--- src/rtl/pcfg_pkg.sv ---
package pcfg_pkg;

    typedef enum logic [3:0] {
        ST_IDLE,
        ST_PROG,
        ST_WAKE,
        ST_SETTLE,
        ST_LOAD,
        ST_CLK_LO,
        ST_CLK_HI,
        ST_BUSY,
        ST_FINISH
    } ld_state_t;

    typedef enum logic [2:0] {
        ERR_NONE     = 3'd0,
        ERR_NO_CLEAR = 3'd1,
        ERR_NO_WAKE  = 3'd2,
        ERR_CRC      = 3'd3,
        ERR_BUSY_TMO = 3'd4,
        ERR_DONE_TMO = 3'd5
    } ld_err_t;

    typedef struct packed {
        logic init_n;
        logic busy;
        logic done;
    } tgt_pins_t;

    localparam tgt_pins_t PINS_IDLE = '{init_n: 1'b1, busy: 1'b0, done: 1'b0};

    typedef struct packed {
        logic prog_n;
        logic cs_n;
        logic wr_n;
        logic cclk;
        logic d_oe;
    } strobes_t;

    function automatic int unsigned max_u(input int unsigned a, input int unsigned b);
        return (a > b) ? a : b;
    endfunction

    function automatic strobes_t strobes_for(input ld_state_t s);
        strobes_t r;
        r = '{prog_n: 1'b1, cs_n: 1'b1, wr_n: 1'b1, cclk: 1'b1, d_oe: 1'b0};
        case (s)
            ST_PROG: r.prog_n = 1'b0;
            ST_SETTLE, ST_LOAD, ST_CLK_HI, ST_BUSY: begin
                r.cs_n = 1'b0;
                r.wr_n = 1'b0;
                r.d_oe = 1'b1;
            end
            ST_CLK_LO: begin
                r.cs_n = 1'b0;
                r.wr_n = 1'b0;
                r.d_oe = 1'b1;
                r.cclk = 1'b0;
            end
            default: ;
        endcase
        return r;
    endfunction

endpackage

--- src/rtl/pcfg_pin_sync.sv ---
module pcfg_pin_sync #(
    parameter int N      = 3,
    parameter int STAGES = 2,
    parameter logic [N-1:0] RST_VAL = '0
) (
    input  logic         clk,
    input  logic         rst,
    input  logic [N-1:0] d,
    output logic [N-1:0] q
);
    logic [STAGES-1:0][N-1:0] stg;

    for (genvar g = 0; g < STAGES; g++) begin : g_stage
        if (g == 0) begin : g_first
            always_ff @(posedge clk) begin
                if (rst) stg[g] <= RST_VAL;
                else     stg[g] <= d;
            end
        end else begin : g_next
            always_ff @(posedge clk) begin
                if (rst) stg[g] <= RST_VAL;
                else     stg[g] <= stg[g-1];
            end
        end
    end

    assign q = stg[STAGES-1];
endmodule

--- src/rtl/pcfg_timer.sv ---
module pcfg_timer #(
    parameter int W = 8
) (
    input  logic         clk,
    input  logic         rst,
    input  logic         clr,
    output logic [W-1:0] cnt
);
    localparam logic [W-1:0] TOP = '1;

    always_ff @(posedge clk) begin
        if (rst || clr)      cnt <= '0;
        else if (cnt != TOP) cnt <= cnt + 1'b1;
    end
endmodule

--- src/rtl/pcfg_byte_ctr.sv ---
module pcfg_byte_ctr #(
    parameter int W = 16
) (
    input  logic         clk,
    input  logic         rst,
    input  logic         clr,
    input  logic         inc,
    input  logic [W-1:0] limit,
    output logic [W-1:0] cnt,
    output logic         at_end
);
    assign at_end = (cnt >= limit);

    always_ff @(posedge clk) begin
        if (rst || clr)          cnt <= '0;
        else if (inc && !at_end) cnt <= cnt + 1'b1;
    end

    AST_CNT_SATURATES: assert property (@(posedge clk) disable iff (rst)
        (!clr && $past(!clr) && $past(!rst)) |-> cnt <= limit) else $error("byte count beyond limit");
endmodule

--- src/rtl/pcfg_loader.sv ---
module pcfg_loader
    import pcfg_pkg::*;
#(
    parameter int          LEN_W        = 16,
    parameter int          SYNC_STAGES  = 2,
    parameter int unsigned PROG_MIN_CYC = 30,
    parameter int unsigned INIT_TMO_CYC = 50_000_000,
    parameter int unsigned SETTLE_CYC   = 1_000_000,
    parameter int unsigned BUSY_TMO_CYC = 500_000,
    parameter int unsigned DONE_TMO_CYC = 20_000_000,
    parameter bit          CHECK_BUSY   = 1'b1
) (
    input  logic             clk,
    input  logic             rst,
    input  logic             start_i,
    input  logic [LEN_W-1:0] len_i,
    input  logic             s_valid_i,
    input  logic [7:0]       s_data_i,
    output logic             s_ready_o,
    output logic             prog_n_o,
    output logic             cs_n_o,
    output logic             wr_n_o,
    output logic             cclk_o,
    output logic [7:0]       d_o,
    output logic             d_oe_o,
    input  logic             init_n_i,
    input  logic             busy_i,
    input  logic             done_i,
    output logic             ok_o,
    output logic             fail_o,
    output logic [2:0]       err_code_o,
    output logic [LEN_W-1:0] err_offset_o
);
    localparam int unsigned TMO_MAX = max_u(max_u(INIT_TMO_CYC, DONE_TMO_CYC),
                                            max_u(max_u(SETTLE_CYC, BUSY_TMO_CYC), PROG_MIN_CYC));
    localparam int          TW = $clog2(TMO_MAX + 2) + 1;
    localparam logic [TW-1:0] T_PROG   = TW'(PROG_MIN_CYC - 1);
    localparam logic [TW-1:0] T_INIT   = TW'(INIT_TMO_CYC - 1);
    localparam logic [TW-1:0] T_SETTLE = TW'(SETTLE_CYC - 1);
    localparam logic [TW-1:0] T_BUSY   = TW'(BUSY_TMO_CYC - 1);
    localparam logic [TW-1:0] T_DONE   = TW'(DONE_TMO_CYC - 1);
    localparam logic [TW-1:0] T_BMIN   = TW'(SYNC_STAGES + 1);

    ld_state_t        st_q, st_d;
    tgt_pins_t        pin_raw, pin;
    strobes_t         strb;
    logic [TW-1:0]    tmr;
    logic [LEN_W-1:0] len_q, sent;
    logic             at_end, accept, seen_q;
    logic             ok_now, fail_now;
    ld_err_t          code_now;
    logic [2:0]       err_q;
    logic [LEN_W-1:0] off_q;
    logic [7:0]       d_q;
    logic             ok_q, fail_q;
    logic             after_clk_hi;

    assign pin_raw = '{init_n: init_n_i, busy: busy_i, done: done_i};

    pcfg_pin_sync #(.N(3), .STAGES(SYNC_STAGES), .RST_VAL(PINS_IDLE)) u_sync (
        .clk(clk), .rst(rst), .d(pin_raw), .q(pin)
    );

    pcfg_timer #(.W(TW)) u_tmr (
        .clk(clk), .rst(rst), .clr(st_d != st_q), .cnt(tmr)
    );

    pcfg_byte_ctr #(.W(LEN_W)) u_cnt (
        .clk(clk), .rst(rst), .clr(st_q == ST_IDLE && start_i), .inc(accept),
        .limit(len_q), .cnt(sent), .at_end(at_end)
    );

    // Stream is offered a slot only when a byte may legally go out now.
    assign s_ready_o = (st_q == ST_LOAD) && !at_end && !pin.done && pin.init_n;
    assign accept    = s_ready_o && s_valid_i;

    // With busy checking, every byte passes through the busy wait.
    if (CHECK_BUSY) begin : g_busy_on
        assign after_clk_hi = 1'b1;
    end else begin : g_busy_off
        assign after_clk_hi = 1'b0;
    end

    always_comb begin
        st_d     = st_q;
        ok_now   = 1'b0;
        fail_now = 1'b0;
        code_now = ERR_NONE;
        case (st_q)
            ST_IDLE: if (start_i) st_d = ST_PROG;
            ST_PROG: begin
                if (tmr >= T_PROG && (seen_q || !pin.init_n)) st_d = ST_WAKE;
                else if (tmr >= T_INIT) begin
                    fail_now = 1'b1;
                    code_now = ERR_NO_CLEAR;
                end
            end
            ST_WAKE: begin
                if (pin.init_n && !pin.busy) st_d = ST_SETTLE;
                else if (tmr >= T_INIT) begin
                    fail_now = 1'b1;
                    code_now = ERR_NO_WAKE;
                end
            end
            ST_SETTLE: if (tmr >= T_SETTLE) st_d = ST_LOAD;
            ST_LOAD: begin
                if (at_end || pin.done) st_d = ST_FINISH;
                else if (!pin.init_n) begin
                    fail_now = 1'b1;
                    code_now = ERR_CRC;
                end else if (accept) st_d = ST_CLK_LO;
            end
            ST_CLK_LO: st_d = ST_CLK_HI;
            ST_CLK_HI: st_d = after_clk_hi ? ST_BUSY : ST_LOAD;
            ST_BUSY: begin
                if (tmr >= T_BMIN && !pin.busy) st_d = ST_LOAD;
                else if (tmr >= T_BUSY) begin
                    fail_now = 1'b1;
                    code_now = ERR_BUSY_TMO;
                end
            end
            ST_FINISH: begin
                if (pin.done && pin.init_n) begin
                    ok_now = 1'b1;
                    st_d   = ST_IDLE;
                end else if (tmr >= T_DONE) begin
                    fail_now = 1'b1;
                    code_now = ERR_DONE_TMO;
                end
            end
            default: st_d = ST_IDLE;
        endcase
        if (fail_now) st_d = ST_IDLE;
    end

    always_ff @(posedge clk) begin
        if (rst) begin
            st_q   <= ST_IDLE;
            seen_q <= 1'b0;
            len_q  <= '0;
            err_q  <= ERR_NONE;
            off_q  <= '0;
            d_q    <= '0;
            ok_q   <= 1'b0;
            fail_q <= 1'b0;
        end else begin
            st_q   <= st_d;
            ok_q   <= ok_now;
            fail_q <= fail_now;
            if (st_q == ST_IDLE) begin
                seen_q <= 1'b0;
                if (start_i) begin
                    len_q <= len_i;
                    err_q <= ERR_NONE;
                    off_q <= '0;
                end
            end else if (st_q == ST_PROG && !pin.init_n) begin
                seen_q <= 1'b1;
            end
            if (accept) d_q <= s_data_i;
            if (fail_now) begin
                err_q <= code_now;
                off_q <= sent;
            end
        end
    end

    assign strb         = strobes_for(st_q);
    assign prog_n_o     = strb.prog_n;
    assign cs_n_o       = strb.cs_n;
    assign wr_n_o       = strb.wr_n;
    assign cclk_o       = strb.cclk;
    assign d_oe_o       = strb.d_oe;
    assign d_o          = d_q;
    assign ok_o         = ok_q;
    assign fail_o       = fail_q;
    assign err_code_o   = err_q;
    assign err_offset_o = off_q;

    AST_RESULT_EXCLUSIVE: assert property (@(posedge clk) disable iff (rst)
        !(ok_o && fail_o)) else $error("ok and fail together");
    AST_FAIL_ONE_CYCLE: assert property (@(posedge clk) disable iff (rst)
        fail_o |=> !fail_o) else $error("fail wider than one cycle");
    AST_FAIL_RELEASES: assert property (@(posedge clk) disable iff (rst)
        fail_o |-> (prog_n_o && cs_n_o && wr_n_o && !d_oe_o)) else $error("strobe held after abort");
    AST_FAIL_HAS_CODE: assert property (@(posedge clk) disable iff (rst)
        fail_o |-> err_code_o != 3'd0) else $error("fail with empty code");
    AST_OK_CLEAN: assert property (@(posedge clk) disable iff (rst)
        ok_o |-> (err_code_o == 3'd0 && cs_n_o && wr_n_o)) else $error("ok with code or strobes");
    AST_DATA_BEFORE_FALL: assert property (@(posedge clk) disable iff (rst)
        $fell(cclk_o) |-> (d_oe_o && !cs_n_o && !wr_n_o)) else $error("clock fell without data");
    AST_READY_IN_WRITE: assert property (@(posedge clk) disable iff (rst)
        s_ready_o |-> (!cs_n_o && !wr_n_o && cclk_o)) else $error("ready outside write phase");
    AST_PROG_ISOLATED: assert property (@(posedge clk) disable iff (rst)
        !prog_n_o |-> (cs_n_o && !d_oe_o)) else $error("data strobe during program");
    AST_START_IGNORED: assert property (@(posedge clk) disable iff (rst)
        (st_q != ST_IDLE) |=> len_q == $past(len_q)) else $error("length changed mid-load");
endmodule

--- config.mk ---
export PLATFORM = sky130hd
export DESIGN_NAME = pcfg_loader
export DESIGN_NICKNAME = d
export VERILOG_FILES = /design/src/rtl/pcfg_pkg.sv /design/src/rtl/pcfg_pin_sync.sv /design/src/rtl/pcfg_timer.sv /design/src/rtl/pcfg_byte_ctr.sv /design/src/rtl/pcfg_loader.sv
export SDC_FILE = /design/constraint.sdc
export NUM_CORES = 1
export LEC_CHECK = 0
export BUFFER_PORTS_ARGS = -buffer_cell sky130_fd_sc_hd__buf_2
export CAP_MARGIN = 5
export CORE_MARGIN = 2
export CORE_UTILIZATION = 47
export CTS_BUF_LIST = sky130_fd_sc_hd__clkbuf_8 sky130_fd_sc_hd__clkbuf_16
export DETAILED_ROUTE_END_ITERATION = 12
export GPL_TIMING_DRIVEN = 0
export HOLD_SLACK_MARGIN = 0.06
export PLACE_DENSITY = 0.72
export SYNTH_ARGS = -nofsm -noshare
export SYNTH_HDL_FRONTEND = slang
export SYNTH_HIERARCHICAL = 1
export SYNTH_SLANG_ARGS = --single-unit
--- constraint.sdc ---
create_clock -name clk -period 4.9 [get_ports clk]
set_input_delay 0.49 -clock clk [delete_from_list [all_inputs] [get_ports clk]]
set_output_delay 0.49 -clock clk [all_outputs]
set_load 0.1 [all_outputs]
Yosys cells after proc, flatten, opt, wreduce, memory -nomap -nowiden
Index checks and enable logic that the tools add are counted.
{ "totals": {"ff_bits": 99, "latch_bits": 0, "mem_bits_rw": 0, "mem_bits_ro": 0, "memories": 0} }
{ "classes": {"add_sub_neg": 2, "mul": 0, "n_div": 0, "order_cmp": 7, "eq_ne": 10, "shifts": 0, "muxes": 43, "n_bitwise": 1, "n_reduce_logical": 27} }
{ "op_table": {"columns": ["op", "n"], "rows": [
  ["16-bit two-way mux", 3],
  ["4-bit two-way mux", 10],
  ["4-bit one-hot mux with 9 select lines", 1],
  ["27-bit by 1-bit adder with 27-bit output (second input constant)", 1],
  ["27-bit by 19-bit >= comparator with 1-bit output (second input constant)", 1],
  ["27-bit by 2-bit >= comparator with 1-bit output (second input constant)", 1],
  ["27-bit by 20-bit >= comparator with 1-bit output (second input constant)", 1],
  ["27-bit by 25-bit >= comparator with 1-bit output (second input constant)", 1],
  ["27-bit by 26-bit >= comparator with 1-bit output (second input constant)", 1],
  ["27-bit by 5-bit >= comparator with 1-bit output (second input constant)", 1],
  ["27-bit != test (second input constant)", 1],
  ["3-bit two-way mux", 7],
  ["16-bit by 1-bit adder with 16-bit output (second input constant)", 1],
  ["4-bit by 3-bit equality test with 1-bit output (second input constant)", 4],
  ["16-bit >= comparator", 1],
  ["1-bit two-way mux", 15],
  ["3-bit one-hot mux with 5 select lines", 1],
  ["1-bit logical AND", 11],
  ["2-bit two-way mux", 5],
  ["4-bit by 2-bit equality test with 1-bit output (second input constant)", 2],
  ["1-bit one-hot mux with 5 select lines", 1],
  ["5-bit OR reduction", 1],
  ["4-bit by 1-bit equality test with 1-bit output (second input constant)", 1],
  ["4-bit equality test (second input constant)", 1],
  ["other kinds (8)", 17]
]} }

Logic depth before layout (Yosys ltp)
Gate-level depths: netlist of the first run.
{ "logic_depth": {"depth_word": 13, "ltp_mapped": 18, "ltp_nobuf": 16} }

By module
The synthesis of the first run kept the hierarchy.
{ "by_module_without_submodules": {"columns": ["module", "instances", "cells_per_inst", "area_each_um2"], "rows": [
  ["pcfg_loader", 1, 274, 2429.8],
  ["pcfg_timer", 1, 162, 1393.8],
  ["pcfg_byte_ctr", 1, 150, 1201.2],
  ["pcfg_pin_sync", 1, 15, 180.2]
]} }

Worst setup path before layout of the first run
No wires, ideal clock.
{ "synth_timing": {"kind": "reg2reg", "start": "register u_cnt.cnt[0]", "end": "register u_cnt.cnt[5]", "arrival_time_ns": 4.855, "t_required_ns": 4.830, "path_slack_ns": -0.025, "stages_incl_launch_ff": 18, "n_path_buf": 4, "synth_period_minus_slack_ns": 4.925, "path_cell_list": "dfxtp_1 > inv_1 > ha_1 > nand2b_4 > a2111oi_2 > o311a_1 > o21ai_2 > buf_6 > clkbuf_1 > nor4b_1 > and2_1 > clkbuf_1 > nand2_1 > inv_1 > nand4_1 > clkbuf_1 > or4_1 > a21oi_1"} }
{ "synth_between": {"elab_chain_cells": 7} }
{ "synth_lines": {"columns": ["element", "line_no", "rtl"], "rows": [
  ["from (decl)", "pcfg_byte_ctr.sv:9", "output logic [W-1:0] cnt,"],
  ["from (signal assigned)", "pcfg_byte_ctr.sv:16", "else if (inc && !at_end) cnt <= cnt + 1'b1;"],
  ["16-bit >= comparator", "pcfg_byte_ctr.sv:12", "assign at_end = (cnt >= limit);"],
  ["net at_end", "pcfg_loader.sv:49", "logic at_end, accept, seen_q;"],
  ["1-bit zero test", "pcfg_loader.sv:74", "assign s_ready_o = (st_q == ST_LOAD) && !at_end && !pin.done && pin.init_n;"],
  ["1-bit logical AND (3 in a row)", "pcfg_loader.sv:74", null],
  ["net s_ready_o", "pcfg_loader.sv:19", "output logic s_ready_o,"],
  ["1-bit logical AND", "pcfg_loader.sv:75", "assign accept = s_ready_o && s_valid_i;"],
  ["net accept", "pcfg_loader.sv:49", null],
  ["1-bit logical AND", "pcfg_byte_ctr.sv:16", null]
]} }
The timed path passes the listed nets, and every way through them passes these cells.
A chain may end at the register's enable or synchronous reset.

Final worst setup path of the first run
{ "layout_timing": {"start": "register u_cnt.cnt[0]", "end": "register u_tmr.cnt[22]"} }
{ "layout_between": {"elab_chain_cells": 13} }
{ "layout_lines": {"columns": ["element", "line_no", "rtl"], "rows": [
  ["16-bit >= comparator *", "pcfg_byte_ctr.sv:12", null],
  ["net at_end", "pcfg_loader.sv:49", null],
  ["1-bit zero test", "pcfg_loader.sv:74", null],
  ["1-bit logical AND (3 in a row)", "pcfg_loader.sv:74", null],
  ["1-bit logical AND", "pcfg_loader.sv:75", null],
  ["4-bit two-way mux", "pcfg_loader.sv:111", "end else if (accept) st_d = ST_CLK_LO;"],
  ["4-bit two-way mux", "pcfg_loader.sv:108", "else if (!pin.init_n) begin"],
  ["4-bit two-way mux", "pcfg_loader.sv:107", "if (at_end || pin.done) st_d = ST_FINISH;"],
  ["4-bit one-hot mux with 9 select lines", "pcfg_loader.sv:89", "case (st_q)"],
  ["4-bit two-way mux *", "pcfg_loader.sv:133", "if (fail_now) st_d = ST_IDLE;"],
  ["4-bit != test *", "pcfg_loader.sv:65", ".clk(clk), .rst(rst), .clr(st_d != st_q), .cnt(tmr)"],
  ["1-bit logical OR *", "pcfg_timer.sv:12", "if (rst || clr) cnt <= '0;"],
  ["to (signal assigned)", "pcfg_timer.sv:13", "else if (cnt != TOP) cnt <= cnt + 1'b1;"],
  ["to (decl)", "pcfg_timer.sv:7", "output logic [W-1:0] cnt"]
]} }
The timed path passes the listed nets; every way through them passes the cells marked *.

==> reports/summary.txt, run 1 <==
status - complete, no violations
Tot Pwr - 1.566 mW
num ports - 66
Clock Skew - 0.01619 ns
Synth cell types - 81
Setup WS pre-CTS - -0.06594 ns
worst-path cell chain - inv_1, ha_1, nand2b_4, a2111oi_2, o311a_1, o21ai_2, buf_6, clkbuf_1, nor4b_4, or2b_1, and3_4, o211a_4, o221a_2, o211ai_1, or2_2, clkbuf_1, clkbuf_2, nor2_1
CTS Sinks - 99
CTS Root Cell - clkbuf_8
layout cells sized above 1 - 19.79%
fin area - 5957 sq um
fin nets - 726
largest cells by area after synthesis - dfxtp_1, a21oi_1, nand2_1, ha_1, nor2_1
TritonCTS clock tree - built
largest net degree at the start of global routing - 19
FF+latch area - 1982 sq um
drc violations - 0
Iter 0 DRT Violations - 307
Crit Path Class - reg2reg
period utilization - 93.13%
cts-stage hold buffer count - 0
ANT cells - 0
Post-Route WL - 12700 um
Synth async-reset ratio - 0%
VDD IR-drop max - 0.0002089 V
Net Switching - 0.4068 mW
final hold violations - 0
Int Power - 1.159 mW
Synth area leader - dfxtp_1
CORE AREA - 10840 sq um
Syn. warnings - 6
Starting Density - 48.01%
Gate power share - 8.0%
share of the synthesized area in the top cell type - 38.08%
total die area - 11930 sq um
Final Core Density - 54.95%
GRT Residual Overflow - 0
Rel. slew slack - 44.96%
switch share - 25.98%
critical path startpoint category - register
Slowest cell on crit path - dfxtp_1
Power Dens Cells - 262.9 nW/um^2
CP max stage delay - 0.42 ns
Area Overhead vs Synth - 14.45%
All-Layer GR Usage - 22.06%
first-pass GRT wire length - 20930 um
Max-Cap Viols - 0
First-pass DRT Iterations - 5
port bufs - 65
M2 GR Usage - 36.34%
area of the multi-input gates - 2938 sq um
RePlAce Congestion - 0.9077
number of flops mapped to enable cells by yosys - 0
Num CTS Buffers - 9
RSZ-0062 raised after global routing - false
GR Layer Usage met1 - 28.94%
initial antenna violation count - 0
CP Max Fanout - 11
Syn Inst Count - 601
drt wl/cell - 15.45 um
Clock Latency Late Sink - 0.39 ns
clk buf depth - 2
sequential element share of the synthesized area - 38.08%
Worst Setup End Kind - register
crit path time final - 4.564 ns
slew of the pin with the lowest slew margin - 0.8187 ns
Mapped Avg Cell Area - 8.661 sq um
prevailing post-synth register cell - dfxtp_1
Clock power frac - 39.2%
Die Wd - 109.2 um
number of nets with antenna violations after routing - 0
CTS clk-pin slew, worst paths - 0.10 ns
synthesized area - 5205 sq um
Arr. time, crit path - 4.85 ns
Via density - 5.799
fillcell total - 1013
met3 usage - 3.586%
commonest non-fill, non-tap cell in the layout - dfxtp_1
Die Ht - 109.2 um
P_leak - 2.294 nW
HP Class - in2reg
number of global-route vias before repair - 4497
most used cell, CP - clkbuf_1
CP Data Required Time - 5.18 ns
hold slack - 0.2821 ns
row count - 38
H-tree levels - 3
Most Used Layer, Global Route - met2
Synth Register Bits - 99
Max Freq - 0.2191 GHz
setup violators final - 0
Synth Net Count - 650
Vias - 4767
commonest non-fill, non-tap cells in the layout - dfxtp_1, nand2_1, buf_2
Final Max Slew Viols - 0
Seq pwr share - 52.8%
post-DP HPWL - 9408 um
final worst slack - 0.3364 ns
DP Area - 5707 sq um
==> worst paths after layout <==
kind | startpoint | endpoint | slack, ns | cells after the start
min reg2reg | u_sync/stg[2] | u_sync/q[2] | 0.43 | 1
max | u_cnt/cnt[0] | u_tmr/cnt[22] | 0.34 | 18
min | init_n_i | u_sync/stg[2] | 0.28 | 2
max reg2reg | u_cnt/cnt[0] | u_tmr/cnt[22] | 0.34 | 18
==> metal layers <==
layer / up-vias / wire (um)
met2: 146 / 6030
met3: 15 / 654
met4: 0 / 194
li1: 2351 / -
met1: 2255 / 5821
met5: - / 0
==> synthesized netlist by cell type (5+ instances only) <==
cell type / number
a211oi_1: 5
a21oi_1: 56
a22o_1: 16
buf_4: 6
buf_6: 5
clkbuf_1: 17
dfxtp_1: 99
ha_1: 18
inv_1: 28
mux2i_1: 9
nand2_1: 71
nand3_1: 24
nand4_1: 13
nor2_1: 50
nor2b_1: 6
nor3_1: 14
o21ai_0: 14
o31ai_1: 13
or3_1: 12
or4_1: 14
xnor2_1: 12
==> final cells by class <==
| cell class | count | area share, % |
|---|---|---|
| Multi-Input combinational cell | 443 | 49.32 |
| Sequential cell | 99 | 33.27 |
| Timing Repair Buffer | 65 | 5.461 |
| Buffer | 30 | 3.319 |
| Tap cell | 140 | 2.941 |
| Clock buffer | 9 | 2.079 |
| Inverter | 29 | 1.827 |
| Clock inverter | 7 | 1.785 |
==> power by group through the flow <==
| stage | sequential (mW) | clock [mW] | combinational, mW |
|---|---|---|---|
| 6_report | 0.827 | 0.613 | 0.126 |
| 5_1_grt | 0.829 | 0.651 | 0.139 |
| 4_1_cts | 0.827 | 0.625 | 0.125 |
| 3_5_place_dp | 0.845 | 0 | 0.124 |
| 3_3_place_gp | 0.845 | 0 | 0.120 |
| 2_1_floorplan | 0.842 | 0 | 0.0848 |
==> cells by family after synthesis <==
kind of cell	synth area share (%)
flops	38.08
mux	1.731
simple gates	27.45
fa+ha+maj	4.327
buf+inv	5.817
xor+xnor	2.356
compound gates	20.24
==> registers in the layout, summed over array words and instances, names as in the netlist, 3 cells and up <==
signal / flops
u_tmr/cnt: 27
err_offset_o: 16
len_q: 16
u_cnt/cnt: 16
d_o: 8
st_q: 4
err_code_o: 3
u_sync/q: 3
u_sync/stg: 3
==> worst max-delay path: cells and delay by family, from the launching register on <==
| family | cells | cell delay (ns) |
|---|---|---|
| AND/OR/NAND/NOR | 6 | 1.21 |
| buffers and inverters | 5 | 1.25 |
| flip-flops | 1 | 0.42 |
| AO/OA/AOI/OAI | 6 | 1.28 |
| adder cells (fa/ha/maj) | 1 | 0.30 |
==> per-stage QoR <==
step                setup TNS (ns)  cells
global route                     0    822
CTS                              0    822
finish                           0    822
global placement                 0    806
floorplan                        0    601
detailed placement         -0.8542    806
==> what timing repair did <==
| action | 4_1_cts | 5_1_grt |
|---|---|---|
| endpoints found under the setup margin | 22 | 24 |
| gates resized for setup | 1 | 6 |
| setup buffers | 0 | 0 |
Note: power is estimated with default switching activity, not from simulation.
==> run 2, diff against run 1 <==
--- a/config.mk
+++ b/config.mk
@@ -7,7 +7,6 @@
 export LEC_CHECK = 0
 export BUFFER_PORTS_ARGS = -buffer_cell sky130_fd_sc_hd__buf_2
 export CAP_MARGIN = 5
-export CORE_MARGIN = 2
 export CORE_UTILIZATION = 47
 export CTS_BUF_LIST = sky130_fd_sc_hd__clkbuf_8 sky130_fd_sc_hd__clkbuf_16
 export DETAILED_ROUTE_END_ITERATION = 12
==> reports/summary.txt, run 2 (synthesized netlist as in run 1, its figures left out) <==
Setup WS pre-CTS - -0.08586 ns (-0.01992 ns)
Rel. slew slack - 49.50% (+4.5 points)
most used cell, CP - clkbuf_1
P_leak - 2.272 nW (-0.96%)
hold-critical path endpoint - u_sync/stg[2]
Area Overhead vs Synth - 13.75%
CTS Root Cell - clkbuf_8
CTS clk-pin slew, worst paths - 0.11 ns (about the same)
Worst Setup End Kind - register
status - complete, no violations
reg2reg end - u_tmr/cnt[24]
final hold violations - 0 (unchanged)
Arr. time, crit path - 4.80 ns (-0.05 ns)
Clock power frac - 35.1% (-4.1 points)
RSZ-0062 raised after global routing - false
Tot Pwr - 1.467 mW (-6.3%)
commonest non-fill, non-tap cells in the layout - dfxtp_1, nand2_1, buf_2
Clock Skew - 0.01301 ns (-0.003180 ns)
fillcell total - 991 (-2.2%)
period utilization - 92.28% (-0.85 points)
Post-Route WL - 12660 um (-0.30%)
Reg2Reg Setup Slack - 0.38 ns (+0.04 ns)
first-pass GRT wire length - 21000 um (+0.36%)
VDD IR-drop max - 0.0001748 V (-16%)
initial antenna violation count - 0 (unchanged)
RePlAce Congestion - 0.9546 (+5.2%)
CP max stage delay - 0.42 ns (about the same)
largest net degree at the start of global routing - 20 (+1)
All-Layer GR Usage - 23.17% (+1.1 points)
num ports - 66 (unchanged)
FF+latch area - 1982 sq um (unchanged)
Power Dens Cells - 247.8 nW/um^2 (-5.7%)
Max-Cap Viols - 0 (unchanged)
Worst Hold Path Cells - 2 (unchanged)
largest reg by FF count - u_tmr/cnt
Iter 0 DRT Violations - 331 (+7.8%)
Hold Crit Start - init_n_i
row count - 38 (unchanged)
fin nets - 726 (unchanged)
critical path startpoint category - register
setup violators final - 0 (unchanged)
crit path time final - 4.522 ns (-0.04179 ns)
Crit Path Class - reg2reg
hold slack - 0.2708 ns (-0.01131 ns)
Max Freq - 0.2212 GHz (+0.92%)
Die Ht - 107.2 um (-1.8%)
layout cells sized above 1 - 19.79% (unchanged)
Slowest cell on crit path - dfxtp_1
post-CTS setup buffer count - 0 (unchanged)
First-pass DRT Iterations - 5 (unchanged)
Via density - 5.800 (about the same)
switch share - 27.89% (+1.9 points)
Starting Density - 48.23% (+0.21 points)
max reg flops - 27 (unchanged)
number of nets with antenna violations after routing - 0 (unchanged)
worst-path cell chain - inv_1, ha_1, nand2b_4, a2111oi_2, o311a_1, o21ai_2, buf_6, clkbuf_1, nor4b_4, or2b_1, and3_4, o211a_4, o221a_2, o211ai_1, or2_2, clkbuf_1, clkbuf_2, nor2_1
drt wl/cell - 15.40 um (-0.30%)
H-tree levels - 3 (unchanged)
CORE AREA - 10790 sq um (-0.44%)
cts-stage hold buffer count - 0 (unchanged)
CP Max Fanout - 11 (unchanged)
port bufs - 65 (unchanged)
Net Switching - 0.4093 mW (+0.61%)
total die area - 11500 sq um (-3.6%)
Clock Latency Late Sink - 0.39 ns (about the same)
Final Max Slew Viols - 0 (unchanged)
GRT Residual Overflow - 0 (unchanged)
Int Power - 1.058 mW (-8.7%)
crit-path leading delay family - buffers and inverters
drc violations - 0 (unchanged)
Crit. Startpoint - u_cnt/cnt[0]
HP Class - in2reg
ANT cells - 0 (unchanged)
Num CTS Buffers - 9 (unchanged)
commonest non-fill, non-tap cell in the layout - dfxtp_1
final worst slack - 0.3782 ns (+0.04179 ns)
post-DP HPWL - 9398 um (-0.10%)
area of the multi-input gates - 2938 sq um (unchanged)
CP Buf/Inv Count - 5 (unchanged)
FF-to-FF Start - u_cnt/cnt[0]
aggregate negative setup slack - 0 ns (unchanged)
clk buf depth - 2 (unchanged)
CTS Sinks - 99 (unchanged)
slew of the pin with the lowest slew margin - 0.7384 ns (-0.08030 ns)
Die Wd - 107.2 um (-1.8%)
Vias - 4768 (+0.021%)
Gate power share - 8.6% (+0.6 points)
Worst Reg-to-Reg Cells - 18 (unchanged)
CP Data Required Time - 5.17 ns (about the same)
Seq pwr share - 56.3% (+3.5 points)
TritonCTS clock tree - built
number of global-route vias before repair - 4441 (-1.2%)
==> run 2: cell count changes in the layout (fill, tap and decap cells not counted) <==
cell        before  now
bufinv_16        2    0
clkinv_4         1    3
clkinv_8         0    1
clkinvlp_4       0    1
inv_6            3    1
==> run 2: repair_timing <==
item | CTS | global route
resized for setup | 1 | 6
gates cloned | 0 | 0
endpoints found under the setup margin | 21 | 22
==> run 2: stage by stage <==
step,instances,util (%),area [sq um]
global route,822,54.86,5921
finish,822,54.86,5921
detailed placement,806,52.88,5707
floorplan,601,-,5206
CTS,822,54.73,5907
global placement,806,52.88,5707
==> run 2: worst max-delay path by stage <==
stage	endpoint	slack (ns)	cells past startpoint
floorplan	u_cnt/cnt[5]	0.56	17
global placement	u_tmr/cnt[26]	-0.004	18
detailed placement	u_tmr/cnt[26]	-0.09	18
CTS	u_tmr/cnt[10]	0.13	18
global route	u_tmr/cnt[24]	0.1	18
finish	u_tmr/cnt[24]	0.38	18
==> run 2: layout make-up <==
type / instances / area share, %
inverter: 29 / 1.839
clock buffer: 9 / 2.092
timing repair buffer: 65 / 5.495
tap: 140 / 2.959
multi-input combinational: 443 / 49.62
clock inverter: 7 / 1.183
buffer: 30 / 3.339
sequential: 99 / 33.47
==> run 2: power groups by stage <==
stage / Combinational [mW] / Sequential [mW] / Clock [mW]
2_1_floorplan: 0.0848 / 0.842 / 0
3_3_place_gp: 0.120 / 0.845 / 0
3_5_place_dp: 0.124 / 0.845 / 0
4_1_cts: 0.124 / 0.827 / 0.530
5_1_grt: 0.139 / 0.829 / 0.563
6_report: 0.126 / 0.827 / 0.515
==> run 2: layer usage <==
layer  track usage (%)  part of all wire [%]  wire length, um  up-vias
met3             3.465                   5.6              708       26
met2             38.48                    48             6033      177
li1                  -                     -                -     2351
met1             29.10                    44             5596     2214
met4             11.74                   2.6              323        0
met5                 0                     0                0        -
==> run 2: worst register-to-register path, cell delays in order, from the launching register on <==
cell and delay (ns):
dfxtp_1 0.42, inv_1 0.08, ha_1 0.29, nand2b_4 0.14, a2111oi_2 0.37, o311a_1 0.25
o21ai_2 0.09, buf_6 0.16, clkbuf_1 0.30, nor4b_4 0.38, or2b_1 0.26, and3_4 0.19
o211a_4 0.18, o221a_2 0.14, o211ai_1 0.20, or2_2 0.15, clkbuf_1 0.39, clkbuf_2 0.35
nor2_1 0.08
==> run 3, diff against run 2 <==
==> constraint.sdc (replaced) <==
create_clock -name clk -period 5.6 [get_ports clk]
set_input_delay 0.56 -clock clk [delete_from_list [all_inputs] [get_ports clk]]
set_output_delay 0.56 -clock clk [all_outputs]
set_load 0.1 [all_outputs]
==> reports/summary.txt, run 3 (synthesized netlist as in run 1, its figures left out) <==
FF-to-FF Start - u_cnt/cnt[0]
Worst Reg-to-Reg Cells - 18 (unchanged)
Iter 0 DRT Violations - 270 (-18%)
fin nets - 726 (unchanged)
number of nets with antenna violations after routing - 0 (unchanged)
reg2reg end - u_tmr/cnt[24]
All-Layer GR Usage - 22.48% (-0.70 points)
port bufs - 65 (unchanged)
Max-Cap Viols - 0 (unchanged)
TritonCTS clock tree - built
Vias - 4715 (-1.1%)
Seq pwr share - 53.0% (-3.3 points)
Num CTS Buffers - 9 (unchanged)
Max Freq - 0.2012 GHz (-9.0%)
CTS Root Cell - clkbuf_8
Worst Setup End Kind - register
Clock Latency Late Sink - 0.39 ns (about the same)
Clock Skew - 0.01674 ns (+0.003735 ns)
Hold Crit Start - init_n_i
slew of the pin with the lowest slew margin - 0.7770 ns (+0.03858 ns)
final hold violations - 0 (unchanged)
post-DP HPWL - 9347 um (-0.54%)
num ports - 66 (unchanged)
Final Max Slew Viols - 0 (unchanged)
P_leak - 2.272 nW (about the same)
setup violators final - 0 (unchanged)
switch share - 25.80% (-2.1 points)
Resize count post-CTS - 0 (-1)
Power Dens Cells - 229.8 nW/um^2 (-7.3%)
drc violations - 0 (unchanged)
largest net degree at the start of global routing - 19 (-5.0%)
post-CTS setup buffer count - 0 (unchanged)
Clock power frac - 39.0% (+3.9 points)
Int Power - 1.012 mW (-4.4%)
Post-Route WL - 12430 um (-1.8%)
First-pass DRT Iterations - 5 (unchanged)
Most Used Layer, Global Route - met2
VDD IR-drop max - 0.0001963 V (+12%)
critical path startpoint category - register
period utilization - 88.77% (-3.5 points)
H-tree levels - 3 (unchanged)
Crit Path Class - reg2reg
met3 usage - 4.620% (+1.2 points)
commonest non-fill, non-tap cells in the layout - dfxtp_1, nand2_1, buf_2
cts-stage hold buffer count - 0 (unchanged)
RePlAce Congestion - 0.9105 (-4.6%)
Area Overhead vs Synth - 14.01%
Tot Pwr - 1.364 mW (-7.1%)
ANT cells - 0 (unchanged)
initial antenna violation count - 0 (unchanged)
RSZ-0062 raised after global routing - false
GR Layer Usage met1 - 28.52% (-0.57 points)
drt wl/cell - 15.12 um (-1.8%)
CP Data Required Time - 5.85 ns (+0.68 ns)
CORE AREA - 10790 sq um (unchanged)
CP Max Fanout - 11 (unchanged)
commonest non-fill, non-tap cell in the layout - dfxtp_1
HP Class - in2reg
Starting Density - 48.23% (unchanged)
Reg2Reg Setup Slack - 0.63 ns (+0.25 ns)
crit path time final - 4.971 ns (+0.4491 ns)
Rel. slew slack - 47.77% (-1.7 points)
worst setup path end - u_tmr/cnt[24]
Gate power share - 8.0% (-0.6 points)
first-pass GRT wire length - 20560 um (-2.1%)
M2 GR Usage - 37.19% (-1.3 points)
CTS clk-pin slew, worst paths - 0.11 ns (about the same)
clk buf depth - 2 (unchanged)
Arr. time, crit path - 5.22 ns (+0.42 ns)
number of global-route vias before repair - 4368 (-1.6%)
aggregate negative setup slack - 0 ns (unchanged)
Net Switching - 0.3518 mW (-14%)
layout cells sized above 1 - 19.06% (-0.73 points)
Via density - 5.736 (-1.1%)
total die area - 11500 sq um (unchanged)
CTS Sinks - 99 (unchanged)
status - complete, no violations
Crit. Startpoint - u_cnt/cnt[0]
max reg flops - 27 (unchanged)
GRT Residual Overflow - 0 (unchanged)
largest reg by FF count - u_tmr/cnt
Die Wd - 107.2 um (unchanged)
row count - 38 (unchanged)
Die Ht - 107.2 um (unchanged)
run 3: layout make-up:
cell class              count  area, sq um
clock inverters             7        105.1
flip-flops and latches     99         1982
multi-input cells         443         2920
repair buffers             65        325.3
well taps                 140        175.2
inverters                  29        108.9
plain buffers              30        193.9
fillers                   987         4858
clock buffers               9        123.9
run 3: metal layers:
layer	vias up	wire [um]
met2	106	5946
li1	2353	-
met5	-	0
met1	2233	5724
met4	0	285
met3	23	475
run 3: worst min-delay path by stage:
stage,to,slack (ns),cells after the start
global route,u_sync/stg[2],0.33,2
floorplan,u_sync/q[2],0.38,1
finish,u_sync/stg[2],0.35,2
detailed placement,u_sync/q[2],0.40,1
global placement,u_sync/q[2],0.39,1
CTS,u_sync/stg[2],0.34,2
run 3: stage by stage:
| stage | setup slack [ns] | hold slack [ns] | instances | instance area [sq um] | util, % |
|---|---|---|---|---|---|
| floorplan | 0.6750 | 0.3832 | 601 | 5205 | - |
| global placement | 0.7500 | 0.3928 | 806 | 5705 | 52.86 |
| detailed placement | 0.6750 | 0.3974 | 806 | 5705 | 52.86 |
| CTS | 0.6608 | 0.3366 | 822 | 5934 | 54.98 |
| global route | 0.3470 | 0.3330 | 822 | 5934 | 54.98 |
| finish | 0.6291 | 0.3451 | 822 | 5934 | 54.98 |
run 3: power by group through the flow:
stage	registers (mW)	clock network [mW]	logic (mW)
6_report	0.723	0.532	0.108
5_1_grt	0.726	0.573	0.120
3_3_place_gp	0.739	0	0.105
2_1_floorplan	0.737	0	0.0742
3_5_place_dp	0.740	0	0.108
4_1_cts	0.723	0.542	0.108
run 3: worst max-delay path: stages (launching register included):
cell and delay, ns:
dfxtp_1 0.42, inv_1 0.08, ha_1 0.29, nand2b_4 0.14
a2111oi_2 0.36, o311a_1 0.24, o21ai_2 0.09, buf_6 0.16
clkbuf_1 0.26, nor4b_1 0.67, or2b_1 0.28, and3_4 0.19
o211a_4 0.18, o221a_2 0.13, o211ai_1 0.21, or2_2 0.15
clkbuf_1 0.39, clkbuf_1 0.48, nor2_1 0.10
